File: src/rtl/qwave_pkg.sv
package qwave_pkg;

    localparam real QW_PI = 3.14159265358979323846;

    // Power series for sine; converges far below an LSB on [0, pi/2].
    function automatic real qw_series_sin(input real x);
        real term;
        real acc;
        term = x;
        acc  = x;
        for (int n = 1; n < 14; n++) begin
            term = -term * x * x / (real'(2 * n) * real'(2 * n + 1));
            acc  = acc + term;
        end
        return acc;
    endfunction

    // Magnitude for quarter index idx, sampled at the centre of its step.
    function automatic int qw_entry(input int idx, input int phase_w, input int amp_w);
        real ang;
        real val;
        ang = 2.0 * QW_PI * (real'(idx) + 0.5) / real'(2 ** phase_w);
        val = qw_series_sin(ang) * real'((2 ** (amp_w - 1)) - 1);
        return $rtoi(val + 0.5);
    endfunction

endpackage

File: src/rtl/qw_fold.sv
module qw_fold #(
    parameter int PHASE_W = 8
) (
    input  logic [PHASE_W-1:0] phase,
    output logic [PHASE_W-3:0] idx,
    output logic               neg
);
    localparam int IDX_W = PHASE_W - 2;

    logic mirror;

    always_comb begin
        mirror = phase[PHASE_W-2];
        neg    = phase[PHASE_W-1];
        idx    = phase[IDX_W-1:0] ^ {IDX_W{mirror}};
    end
endmodule

File: src/rtl/qw_rom.sv
module qw_rom #(
    parameter int PHASE_W = 8,
    parameter int AMP_W   = 8
) (
    input  logic [PHASE_W-3:0] idx,
    output logic [AMP_W-2:0]   mag
);
    localparam int IDX_W = PHASE_W - 2;
    localparam int DEPTH = 1 << IDX_W;
    localparam int MAG_W = AMP_W - 1;

    logic [MAG_W-1:0] tbl [DEPTH];

    for (genvar g = 0; g < DEPTH; g++) begin : g_entry
        localparam int V = qwave_pkg::qw_entry(g, PHASE_W, AMP_W);
        assign tbl[g] = V[MAG_W-1:0];
    end

    assign mag = tbl[idx];
endmodule

File: src/rtl/qw_delay.sv
module qw_delay #(
    parameter int W      = 16,
    parameter int STAGES = 2
) (
    input  logic         clk,
    input  logic         rst,
    input  logic         ce,
    input  logic [W-1:0] d,
    output logic [W-1:0] q
);
    if (STAGES == 0) begin : g_pass
        logic unused_ctl;
        assign unused_ctl = ^{clk, rst, ce};
        assign q = d;
    end else begin : g_regs
        logic [W-1:0] r [STAGES];
        always_ff @(posedge clk) begin
            if (rst) begin
                for (int i = 0; i < STAGES; i++) r[i] <= '0;
            end else if (ce) begin
                r[0] <= d;
                for (int i = 1; i < STAGES; i++) r[i] <= r[i-1];
            end
        end
        assign q = r[STAGES-1];
    end
endmodule

File: src/rtl/qwave_sincos.sv
module qwave_sincos #(
    parameter int PHASE_W = 8,
    parameter int AMP_W   = 8,
    parameter int LAT     = 2
) (
    input  logic                      clk,
    input  logic                      rst,
    input  logic                      ce,
    input  logic        [PHASE_W-1:0] phase,
    output logic signed [AMP_W-1:0]   sin_o,
    output logic signed [AMP_W-1:0]   cos_o
);
    localparam int IDX_W = PHASE_W - 2;
    localparam int MAG_W = AMP_W - 1;
    localparam logic [PHASE_W-1:0] QUARTER = PHASE_W'(1) << IDX_W;

    logic signed [AMP_W-1:0] amp [2];
    logic [2*AMP_W-1:0]      pair_d;
    logic [2*AMP_W-1:0]      pair_q;

    // channel 0 = sine, channel 1 = cosine (phase advanced a quarter)
    for (genvar ch = 0; ch < 2; ch++) begin : g_chan
        localparam logic [PHASE_W-1:0] OFFS = (ch == 0) ? '0 : QUARTER;

        logic [PHASE_W-1:0] ph;
        logic [IDX_W-1:0]   idx;
        logic               neg;
        logic [MAG_W-1:0]   mag;
        logic signed [AMP_W-1:0] ext;

        assign ph = phase + OFFS;

        qw_fold #(.PHASE_W(PHASE_W)) i_fold (
            .phase (ph),
            .idx   (idx),
            .neg   (neg)
        );

        qw_rom #(.PHASE_W(PHASE_W), .AMP_W(AMP_W)) i_rom (
            .idx (idx),
            .mag (mag)
        );

        always_comb begin
            ext     = $signed({1'b0, mag});
            amp[ch] = neg ? -ext : ext;
        end
    end

    assign pair_d = {amp[0], amp[1]};

    qw_delay #(.W(2 * AMP_W), .STAGES(LAT)) i_delay (
        .clk (clk),
        .rst (rst),
        .ce  (ce),
        .d   (pair_d),
        .q   (pair_q)
    );

    assign sin_o = $signed(pair_q[2*AMP_W-1:AMP_W]);
    assign cos_o = $signed(pair_q[AMP_W-1:0]);
endmodule

File: config.mk
export PLATFORM = sky130hd
export DESIGN_NAME = qwave_sincos
export DESIGN_NICKNAME = d
export VERILOG_FILES = /design/src/rtl/qwave_pkg.sv /design/src/rtl/qw_fold.sv /design/src/rtl/qw_rom.sv /design/src/rtl/qw_delay.sv /design/src/rtl/qwave_sincos.sv
export SDC_FILE = /design/constraint.sdc
export NUM_CORES = 1
export LEC_CHECK = 0
export BUFFER_PORTS_ARGS = -buffer_cell sky130_fd_sc_hd__buf_2
export CAP_MARGIN = 20
export CORE_ASPECT_RATIO = 0.75
export CORE_UTILIZATION = 30
export CTS_CLUSTER_SIZE = 8
export DETAILED_ROUTE_END_ITERATION = 10
export GPL_TIMING_DRIVEN = 0
export PLACE_DENSITY_LB_ADDON = 0.15
export SETUP_SLACK_MARGIN = 0.2
export SYNTH_ARGS = -nofsm -noshare
export SYNTH_HDL_FRONTEND = slang
export SYNTH_SLANG_ARGS = --single-unit
File: constraint.sdc
create_clock -name clk -period 2.5 [get_ports clk]
set_input_delay 0.5 -clock clk [delete_from_list [all_inputs] [get_ports clk]]
set_output_delay 0.5 -clock clk [all_outputs]
set_load 0.02 [all_outputs]
### After elaboration in Yosys (flattened, before gate mapping)

Memories as Yosys holds them, arrays and structs flattened.
Cells that the tools add are included.

* $mul: 0
* bitwise logic cells: 6
* divide/modulo/power cells: 0
* add/subtract/negate cells: 3
* muxes and demuxes: 13
* equality and inequality tests: 0
* shifts and indexed selects: 0
* reduce and logical (&&, ||, !) cells: 0
* magnitude comparators: 2

Operator list (number)
* 16-bit two-way mux: 2
* 7-bit two-way mux: 4
* 8-bit two-way mux: 2
* 7-bit negation with 8-bit output: 2
* 7-bit >= comparator (second input constant): 2
* 6-bit inverter with 7-bit output: 2
* 6-bit bitwise XOR: 2
* 8-bit by 7-bit adder with 8-bit output (second input constant): 1
* 1-bit two-way mux: 5
* 1-bit bitwise OR: 2

* bits in latches: 0
* ROM bits: 896
* output and inout bits: 16
* memories: 3
* input port bits: 11
* RAM bits: 32
* word-level logic and storage cells: 27
* register bits: 0

Memories
* (no name shown): depth 64, bits a word 7, read ports 1, clocked after memory_dff 0, wr ports 0, RTL line qw_rom.sv:19 `assign mag = tbl[idx];`
* (no name shown): depth 64, bits a word 7, read ports 1, clocked after memory_dff 0, wr ports 0, RTL line qw_rom.sv:19
* i_delay.g_regs.r: depth 2, bits a word 16, read ports 2, clocked after memory_dff 0, wr ports 2, RTL line qw_delay.sv:16 `logic [W-1:0] r [STAGES];`

### Longest topological paths before layout

Gate-level depths: netlist of run 1.

* word-level depth: 9
* mapped depth: 14
* depth with buffers taken out: 11

### By module

Synthesis of run 1 repeated with hierarchy kept, for this count alone.

* cells, all modules: 305
* area total of the unflattened synthesis: 3021.6 um^2

Modules (own cells, without submodules)
* qw_delay: seq. area each 960.9 um^2, times used 1, cells an instance 87, area an instance 1422.6 um^2
* qw_rom: seq. area each 0.0 um^2, times used 2, cells an instance 81, area an instance 583.1 um^2
* qwave_sincos: seq. area each 0.0 um^2, times used 1, cells an instance 40, area an instance 290.3 um^2
* qw_fold: seq. area each 0.0 um^2, times used 2, cells an instance 8, area an instance 71.3 um^2

### Worst setup path before layout of run 1

No wires, ideal clock.

* path type: input-to-reg
* start: input phase[0]
* end: memory i_delay.g_regs.r[0][6] (data pin)
* cell stages on the path: 11
* required time: 2245 ps
* setup slack: -188 ps
* setup time: 255 ps
* arrival: 2433 ps
* path buffers: 2
* cell sequence: buf_6 buf_6 or4b_1 o221ai_1 a22oi_1 a311oi_2 ha_1 inv_1 nor3_1 mux2i_1 and3_1

RTL lines
* from (decl): RTL line qwave_sincos.sv:9 `input logic [PHASE_W-1:0] phase,`
* to (decl): RTL line qw_delay.sv:16

==> results of run 1 <==
-- cell type report --
type                            instances  area (um^2)  share of cell area, %
Multi-Input combinational cell        375         2860                   54.3
Sequential cell                        32          961                   18.2
Buffer                                 69          681                   12.9
Timing Repair Buffer                   53          379                   7.19
Tap cell                              166          208                   3.94
Clock buffer                            6          129                   2.44
Inverter                                9         47.5                  0.902
Clock inverter                          1         5.00                 0.0949
-- path summary, 6_finish.rpt --
kind	to	slack, ns	depth (start not counted)
setup / recovery	i_delay.g_regs.r[0][14]	0.01	10
hold / removal	i_delay.g_regs.r[0][27]	0.51	1
setup reg to reg	i_delay.g_regs.r[0][20]	1.75	1
hold reg to reg	i_delay.g_regs.r[0][27]	0.51	1
-- per-stage QoR --
step	instance area [um^2]	std cells	hold WS, ns	utilization, %
floorplan	3900	486	0.497	-
finish	5270	711	0.514	42.4
global route	5270	711	0.540	42.4
detailed placement	4230	676	0.506	34.0
global placement	4230	676	0.503	34.0
CTS	4830	697	0.515	38.8
-- cells by family (layout without fill, tap and decap cells) --
logic type	count (synthesis)	in the layout	share of synthesized area, %
XOR/XNOR	11	11	2.49
AND/OR/NAND/NOR	185	185	28.1
multiplexers	6	6	1.58
buffers and inverters	79	138	11.3
flip-flops	32	32	24.8
adder cells (fa/ha/maj)	2	2	0.647
AO/OA/AOI/OAI	171	171	31.0
-- power by group --
part           switching (mW)  leakage (nW)  internal [mW]
clock                   0.205        0.0667          0.361
sequential            0.00950         0.349          0.648
combinational           0.561          1.57          0.414
-- cell usage after synthesis, drive strengths merged (6+ instances only) --
cell and n:
nor3 11, nor2b 15, or3 7, a21oi 36, o211ai 9, or2 6
a21o 8, and2 21, nand2 24, nor2 28, buf 57, a31oi 9
nand2b 16, a22oi 11, nand3 11, xnor2 7, inv 9, clkbuf 13
edfxtp 32, o21ai 31, nor3b 10, nand3b 11
-- routing by layer --
layer  wire, um  up-vias  global-route usage (%)
li1           -     1944                       -
met4        705        0                    11.7
met3       2410       78                    7.98
met2       6540      364                    33.9
met1       7430     2132                    36.6
met5          0        -                       0
-- what timing repair did --
action,CTS,global route
setup endpoints to repair,14,13
setup buffers,13,14
gates resized for setup,108,92
gates cloned,2,0
pin swaps,10,15
==> flow_results.org, run 1 <==
** Route
- Number of DRC violations after detailed routing :: 0
- After the first detailed-routing iteration, the DRC count stood at 534.
- Number of nets still failing antenna checks after routing :: 0
- The final layout contains routed wiring with a total length of 17,100 um.
- Using the TritonRoute via totals, the vias-per-cell ratio works out to 6.35.
- Detailed-route via count :: 4,518
- Avg WL per Cell :: 24.0 um
- The first detailed-routing pass ran for 6 iterations.

** Floorplanning
- Area of the die :: 13,400 um^2
- Area inside the core boundary :: 12,400 um^2
- I/O pin cnt :: 27
- The die is 133 um wide.
- In this run the vertical extent of the chip is 100 um.
- Initial Util :: 31.1%
- The floorplan has 35 rows.

** Synthesis
- The cell area that synthesis handed to floorplanning was between 3000 and 4000 um^2.
- Synth async-reset ratio :: 0%
- Counting flops and latches in the post-synthesis netlist gives 32.
- By area the synthesized netlist is led by sky130_fd_sc_hd__edfxtp_1 25%, sky130_fd_sc_hd__a21oi_1 4.7%, sky130_fd_sc_hd__buf_4 4.1%.
- Sequential cell area fraction in the yosys report :: roughly 25%
- Synth Area per Inst :: between 7 and 8 um^2
- Syn Inst Count :: 486
- Post-synth top area cell :: sky130_fd_sc_hd__edfxtp_1
- The Yosys step of the flow raised 0 warnings.
- Counting flops with a built-in enable in the synthesized netlist gives 32.
- Unique cell type count in the Yosys netlist :: 76
- Main synth FF type :: sky130_fd_sc_hd__edfxtp_1
- The synthesized design devotes to its leading area cell type 24.8% of total area.
- Number of nets in the synthesized netlist :: about 500

** STA
- The number of pins exceeding their max-slew limit in the final report is 0.
- Measured slew at the worst slew-check pin :: about 0.75 ns
- Total of endpoints with negative setup slack in the final report :: 0
- Post-layout worst setup margin :: 0.0133 ns
- Number of failing hold endpoints at the final stage :: 0
- Unrepaired setup endpoints after global routing :: yes
- Adding up every negative setup slack in the final design gives 0 ns.
- Worst slew margin :: between 50% and 60%
- Timing-limited maximum frequency :: ~400 MHz
- Period utilization :: 99.5%
- Subtracting the final worst setup slack from the clock period gives 2.49 ns.
- Setup skew after layout :: between 0.0015 and 0.002 ns

** CTS
- CTS HTree Levels :: 2
- After clock tree synthesis, the clock-pin slew on the worst setup and hold paths is 0.05 ns.
- Clock tree from TritonCTS :: yes
- Total CTS buffers :: 5
- For this design, the CTS-stage hold fixing added 0 buffers.
- The clock reaches the later pin of the worst-skew pair after 0.28 ns.
- Cell chosen for the clock root :: sky130_fd_sc_hd__clkbuf_16
- Counting along the longest clock path gives a buffer depth of 2.
- Number of sinks on the clock net :: 32

** Global routing
- GRT Total Usage :: 25.4%
- The number of global-route vias before repair was around 4.2k.
- The initial antenna violation count came to 0.
- Wire length of the first global-routing pass :: 25,400 um
- Entering global routing, the biggest net connects 33 pins.
- Residual overflow from global routing :: 0

** Layout
- Biggest regs :: i_delay.g_regs.r x32
- The library cell used most frequently in the layout, excluding fill and tap cells, is sky130_fd_sc_hd__buf_4.
- 0 antenna diodes ended up in the layout.
- The register with the most flip-flops in the layout has 32 of them.
- In the final layout, the share of cells above drive strength 1 is between 30% and 40%.
- After filler insertion, the fill cell instance count of the layout stands at 1,290.
- # nets final :: roughly 560
- Commonest cells after routing, fill and taps aside :: 49 x sky130_fd_sc_hd__buf_4, 32 x sky130_fd_sc_hd__edfxtp_1, 30 x sky130_fd_sc_hd__a21oi_1
- Relative to the synthesized area, the layout overhead comes to 36.2%.
- Counting flops per register, the top entry is i_delay.g_regs.r.

** Worst setup path
- Endpoint required time on the critical path :: 2.49 ns
- Setup CP Type :: in -> reg
- Data arrives at the worst endpoint at 2.48 ns.
- Along the worst path, the maximum fanout reaches 7.
- Setup crit start :: phase[6]
- Counting both buffers and inverters, the worst setup path holds a total of 3.
- Library cell contributing the largest single delay on the critical path :: sky130_fd_sc_hd__o32a_1
- Worst path max stage delay :: 0.44 ns
- Among cell families on the critical path, the largest total delay comes from compound AO/OA/AOI/OAI gates.
- The worst register-to-register path begins at i_delay.g_regs.r[0][4].
- Nature of the critical path startpoint :: input pin
- The worst setup path is captured at a flop.
- Walking the worst path, the cells encountered are buf_6, buf_8, buf_4, xnor2_4, nand3b_1, o32a_1, ha_2, nand3_1, mux2i_1, o311ai_0.

** Placed design
- DP HPWL :: ~12,000 um
- RD Place Congestion :: 1.02
- Prior to clock tree synthesis, the placed netlist has a worst setup slack of -0.823 ns.
- In this run the tool buffered the top-level ports with 24 buffer cells.

** Power
- Max VDD drop :: ~260 uV
- Power density over the cells :: 417 nW/um^2
- For this design the static power due to leakage is between 1.5 and 2 nW.
- Power comes to 2.20 mW.

** Hold path
- In this run the most critical hold path is launched from i_delay.g_regs.r[0][11].
- The tightest min-delay check is of the reg -> reg type.

** Run
- The tool flagged a number of max-cap violations equal to 0.

** Run status
- The flow ran to the end, and the final reports show no timing, DRC or antenna violations.
Note: power is estimated with default switching activity, not from simulation.
==> run 2: changes to the inputs <==
Settings changed: CELL_PAD_IN_SITES_DETAIL_PLACEMENT set to 1, CELL_PAD_IN_SITES_GLOBAL_PLACEMENT set to 2.
==> flow_results.org, run 2 (synthesis results as in run 1) <==
** CTS
- The insertion delay of the later-clocked pin in the worst-skew pair was 0.28 ns (about the same).
- The deepest level of the CTS H-tree was 2 (unchanged).
- The number of buffers inserted during clock tree synthesis is 5 (unchanged).
- The post-CTS clock slew at the launch and capture registers of the worst setup and hold paths was 0.05 ns (about the same).
- The clock sink total came to 32 (unchanged).
- The TritonCTS clock tree was yes (unchanged).
- The clock tree buffer depth is 2 (unchanged).
- Cell chosen for the clock root :: sky130_fd_sc_hd__clkbuf_16 (unchanged)

** Floorplanning
- The die outline area is 13,400 um^2 (unchanged).
- Area inside the core boundary :: 12,400 um^2 (unchanged)
- The height of the die came to 100 um (unchanged).
- The effective utilization at floorplan came to 31.1% (unchanged).
- The I/O pin count came to 27 (unchanged).
- Placement row count :: 35 (unchanged)
- The floorplan die width came to 133 um (unchanged).

** Run
- The number of max-cap violations was 0 (unchanged).

** STA
- Setup tns final :: -0.0882 ns (was 0 ns)
- Hold_ws :: 0.516 ns (was 0.514 ns)
- Measured slew at the worst slew-check pin :: 0.746 ns (about the same)
- The worst setup margin came to -0.0483 ns (was 0.0133 ns).
- Worst slew margin :: 50.3% (about the same)
- Unrepaired setup endpoints after global routing :: yes (unchanged)
- The fraction of the cycle the final worst path needs was 102% (was 99.5%).
- Clock period minus final worst setup slack :: 2.55 ns (was 2.49 ns)
- Number of failing hold endpoints at the final stage :: 0 (unchanged)
- Number of pins with negative max-slew slack in the final report :: 0 (unchanged)
- Total of endpoints with negative setup slack in the final report :: 3 (was 0)
- The post-route clock skew was 0.00261 ns (was 0.00178 ns).
- Timing-limited maximum frequency :: 392 MHz (was 402 MHz)

** Power
- The leakage component of the power was 2.14 nW (was 1.98 nW).
- The power density over the cells came to 429 nW/um^2 (was 417 nW/um^2).
- Max VDD drop :: 318 uV (was 258 uV)

** Worst setup path
- The largest fanout of any net on the critical path was 10 (was 7).
- The arrival time at the worst endpoint was 2.56 ns (was 2.48 ns).
- Stages on worst setup path :: 11 (was 10)
- Critical Path Sink Type :: flop (unchanged)
- The cell depth of the worst flop-to-flop path is 1 (unchanged).
- The startpoint type of the worst setup path is an input pin (unchanged).
- In this design, the critical path's most frequently occurring cell is sky130_fd_sc_hd__buf_6.
- CP Capture Point :: i_delay.g_regs.r[0][4] (was i_delay.g_regs.r[0][14])
- The launching point of the worst reg2reg path was i_delay.g_regs.r[0][12] (was i_delay.g_regs.r[0][4]).
- The endpoint of the worst register-to-register path is i_delay.g_regs.r[0][28] (was i_delay.g_regs.r[0][20]).
- The required arrival time at the worst endpoint was 2.51 ns (was 2.49 ns).
- The slowest cell on the critical path is sky130_fd_sc_hd__a2111o_1 (was sky130_fd_sc_hd__o32a_1).
- Cells along the critical path: clkbuf_4, buf_6, clkinvlp_4, a2111o_1, a22oi_2, a311oi_4, buf_6, ha_4, a41oi_2, xnor2_1, nor2_1 (was buf_6, buf_8, buf_4, xnor2_4, nand3b_1, o32a_1, ha_2, nand3_1, mux2i_1, o311ai_0).
- The sum of buffers and inverters on the critical path is 4 (was 3).
- Setup crit start :: phase[5] (was phase[6])
- Worst path max stage delay :: 0.43 ns (was 0.44 ns)
- The critical setup path kind is in -> reg (unchanged).
- Category of cells accounting for the largest share of critical-path delay :: compound AO/OA/AOI/OAI gates (unchanged)
- The setup slack of the most critical reg-to-reg path was 1.76 ns (was 1.75 ns).

** Global routing
- The initial antenna violation count came to 0 (unchanged).
- The global router's overall resource usage was 27.1% (was 25.4%).
- Wire length of the first global-routing pass :: 27,000 um (was 25,400 um)
- Residual overflow from global routing :: 0 (unchanged)
- The number of global-route vias before repair came to 4,517 (was 4,209).
- The pin count of the biggest net entering global routing came to 33 (unchanged).

** Route
- The number of design rule violations left after detail routing is 0 (unchanged).
- The per-cell routed wire length was 25.3 um (was 24.0 um).
- Number of nets still failing antenna checks after routing :: 0 (unchanged)
- Final routed wirelength across all metal layers :: 18,500 um (was 17,100 um)
- The count of vias placed by the detailed router is 4,662 (was 4,518).
- Iteration count of the initial detailed-routing pass :: 5 (was 6)
- The first-iteration detailed-routing DRC count came to 505 (was 534).
- Routed via count divided by cell count :: 6.38 (was 6.35)

** Run status
- The final reports fail on negative setup slack.
- Status: complete, but fails checks (was complete, no violations).

** Layout
- The proportion of layout cells with a drive suffix above 1 came to 41.9% (was 37.2%).
- The number of antenna cells inserted is 0 (unchanged).
- # nets final :: 577 (was 558)
- The relative area change from synthesis to final layout is 46.8% (was 36.2%).
- Commonest cells after routing, fill and taps aside :: 70 x sky130_fd_sc_hd__buf_4, 32 x sky130_fd_sc_hd__edfxtp_1, 30 x sky130_fd_sc_hd__a21oi_1 (was 49 x sky130_fd_sc_hd__buf_4, 32 x sky130_fd_sc_hd__edfxtp_1, 30 x sky130_fd_sc_hd__a21oi_1)
- The number of flip-flops under the largest register name is 32 (unchanged).
- The most common cell after layout, fill and taps aside is sky130_fd_sc_hd__buf_4 (unchanged).
- The register with the most flip-flops was i_delay.g_regs.r (unchanged).
- Biggest regs: i_delay.g_regs.r x32 (unchanged).

** Placed design
- The detailed placement HPWL came to 12,600 um (was 11,800 um).
- RD Place Congestion :: 0.968 (was 1.02)
- The count of buffers inserted at the top-level ports came to 24 (unchanged).

** Hold path
- The kind of path behind the tightest hold check is reg -> reg (unchanged).
## run 2: layout make-up
cell class              count  area, um^2
flip-flops and latches     32         961
well taps                 166         208
fillers                  1425        6760
clock buffers               5         125
clock inverters             3        42.5
repair buffers             72         582
multi-input cells         375        2990
inverters                   9        52.6
plain buffers              69         717
## run 2: metrics by stage
stage	utilization, %	total power, mW	setup WS (ns)	area, um^2	instances
global route	45.7	2.53	-0.0862	5680	731
global placement	34.0	1.41	-0.930	4230	676
floorplan	-	1.17	-0.0836	3900	486
CTS	40.9	2.27	-0.115	5090	707
detailed placement	34.0	1.40	-0.938	4230	676
finish	45.7	2.44	-0.0483	5680	731
## run 2: power breakdown
| group | total (mW) | internal [mW] | switching [mW] |
|---|---|---|---|
| registers | 0.657 | 0.648 | 0.00975 |
| logic | 1.09 | 0.480 | 0.609 |
| clock network | 0.693 | 0.467 | 0.225 |
| total | 2.44 | 1.59 | 0.844 |
## run 2: worst min path at each step
stage / start / end / cells past startpoint
after detailed placement: i_delay.g_regs.r[0][3] / i_delay.g_regs.r[0][19] / 1
after CTS: i_delay.g_regs.r[0][3] / i_delay.g_regs.r[0][19] / 1
after floorplan: i_delay.g_regs.r[0][0] / i_delay.g_regs.r[0][16] / 1
final: i_delay.g_regs.r[0][3] / i_delay.g_regs.r[0][19] / 1
after global routing: i_delay.g_regs.r[0][7] / i_delay.g_regs.r[0][23] / 1
after global placement: i_delay.g_regs.r[0][0] / i_delay.g_regs.r[0][16] / 1
## run 2: repair_timing
item | CTS | global route
setup endpoints to repair | 13 | 12
setup buffers | 21 | 24
gates cloned | 3 | 0
resized for setup | 130 | 105
hold buffers | 0 | 0
pin swaps | 21 | 36
## run 2: layer usage
metal | GRT usage, % | wire length [um]
met2 | 39.5 | 7710
met3 | 9.55 | 2190
met5 | 0 | 0
met4 | 7.52 | 654
met1 | 37.4 | 7910
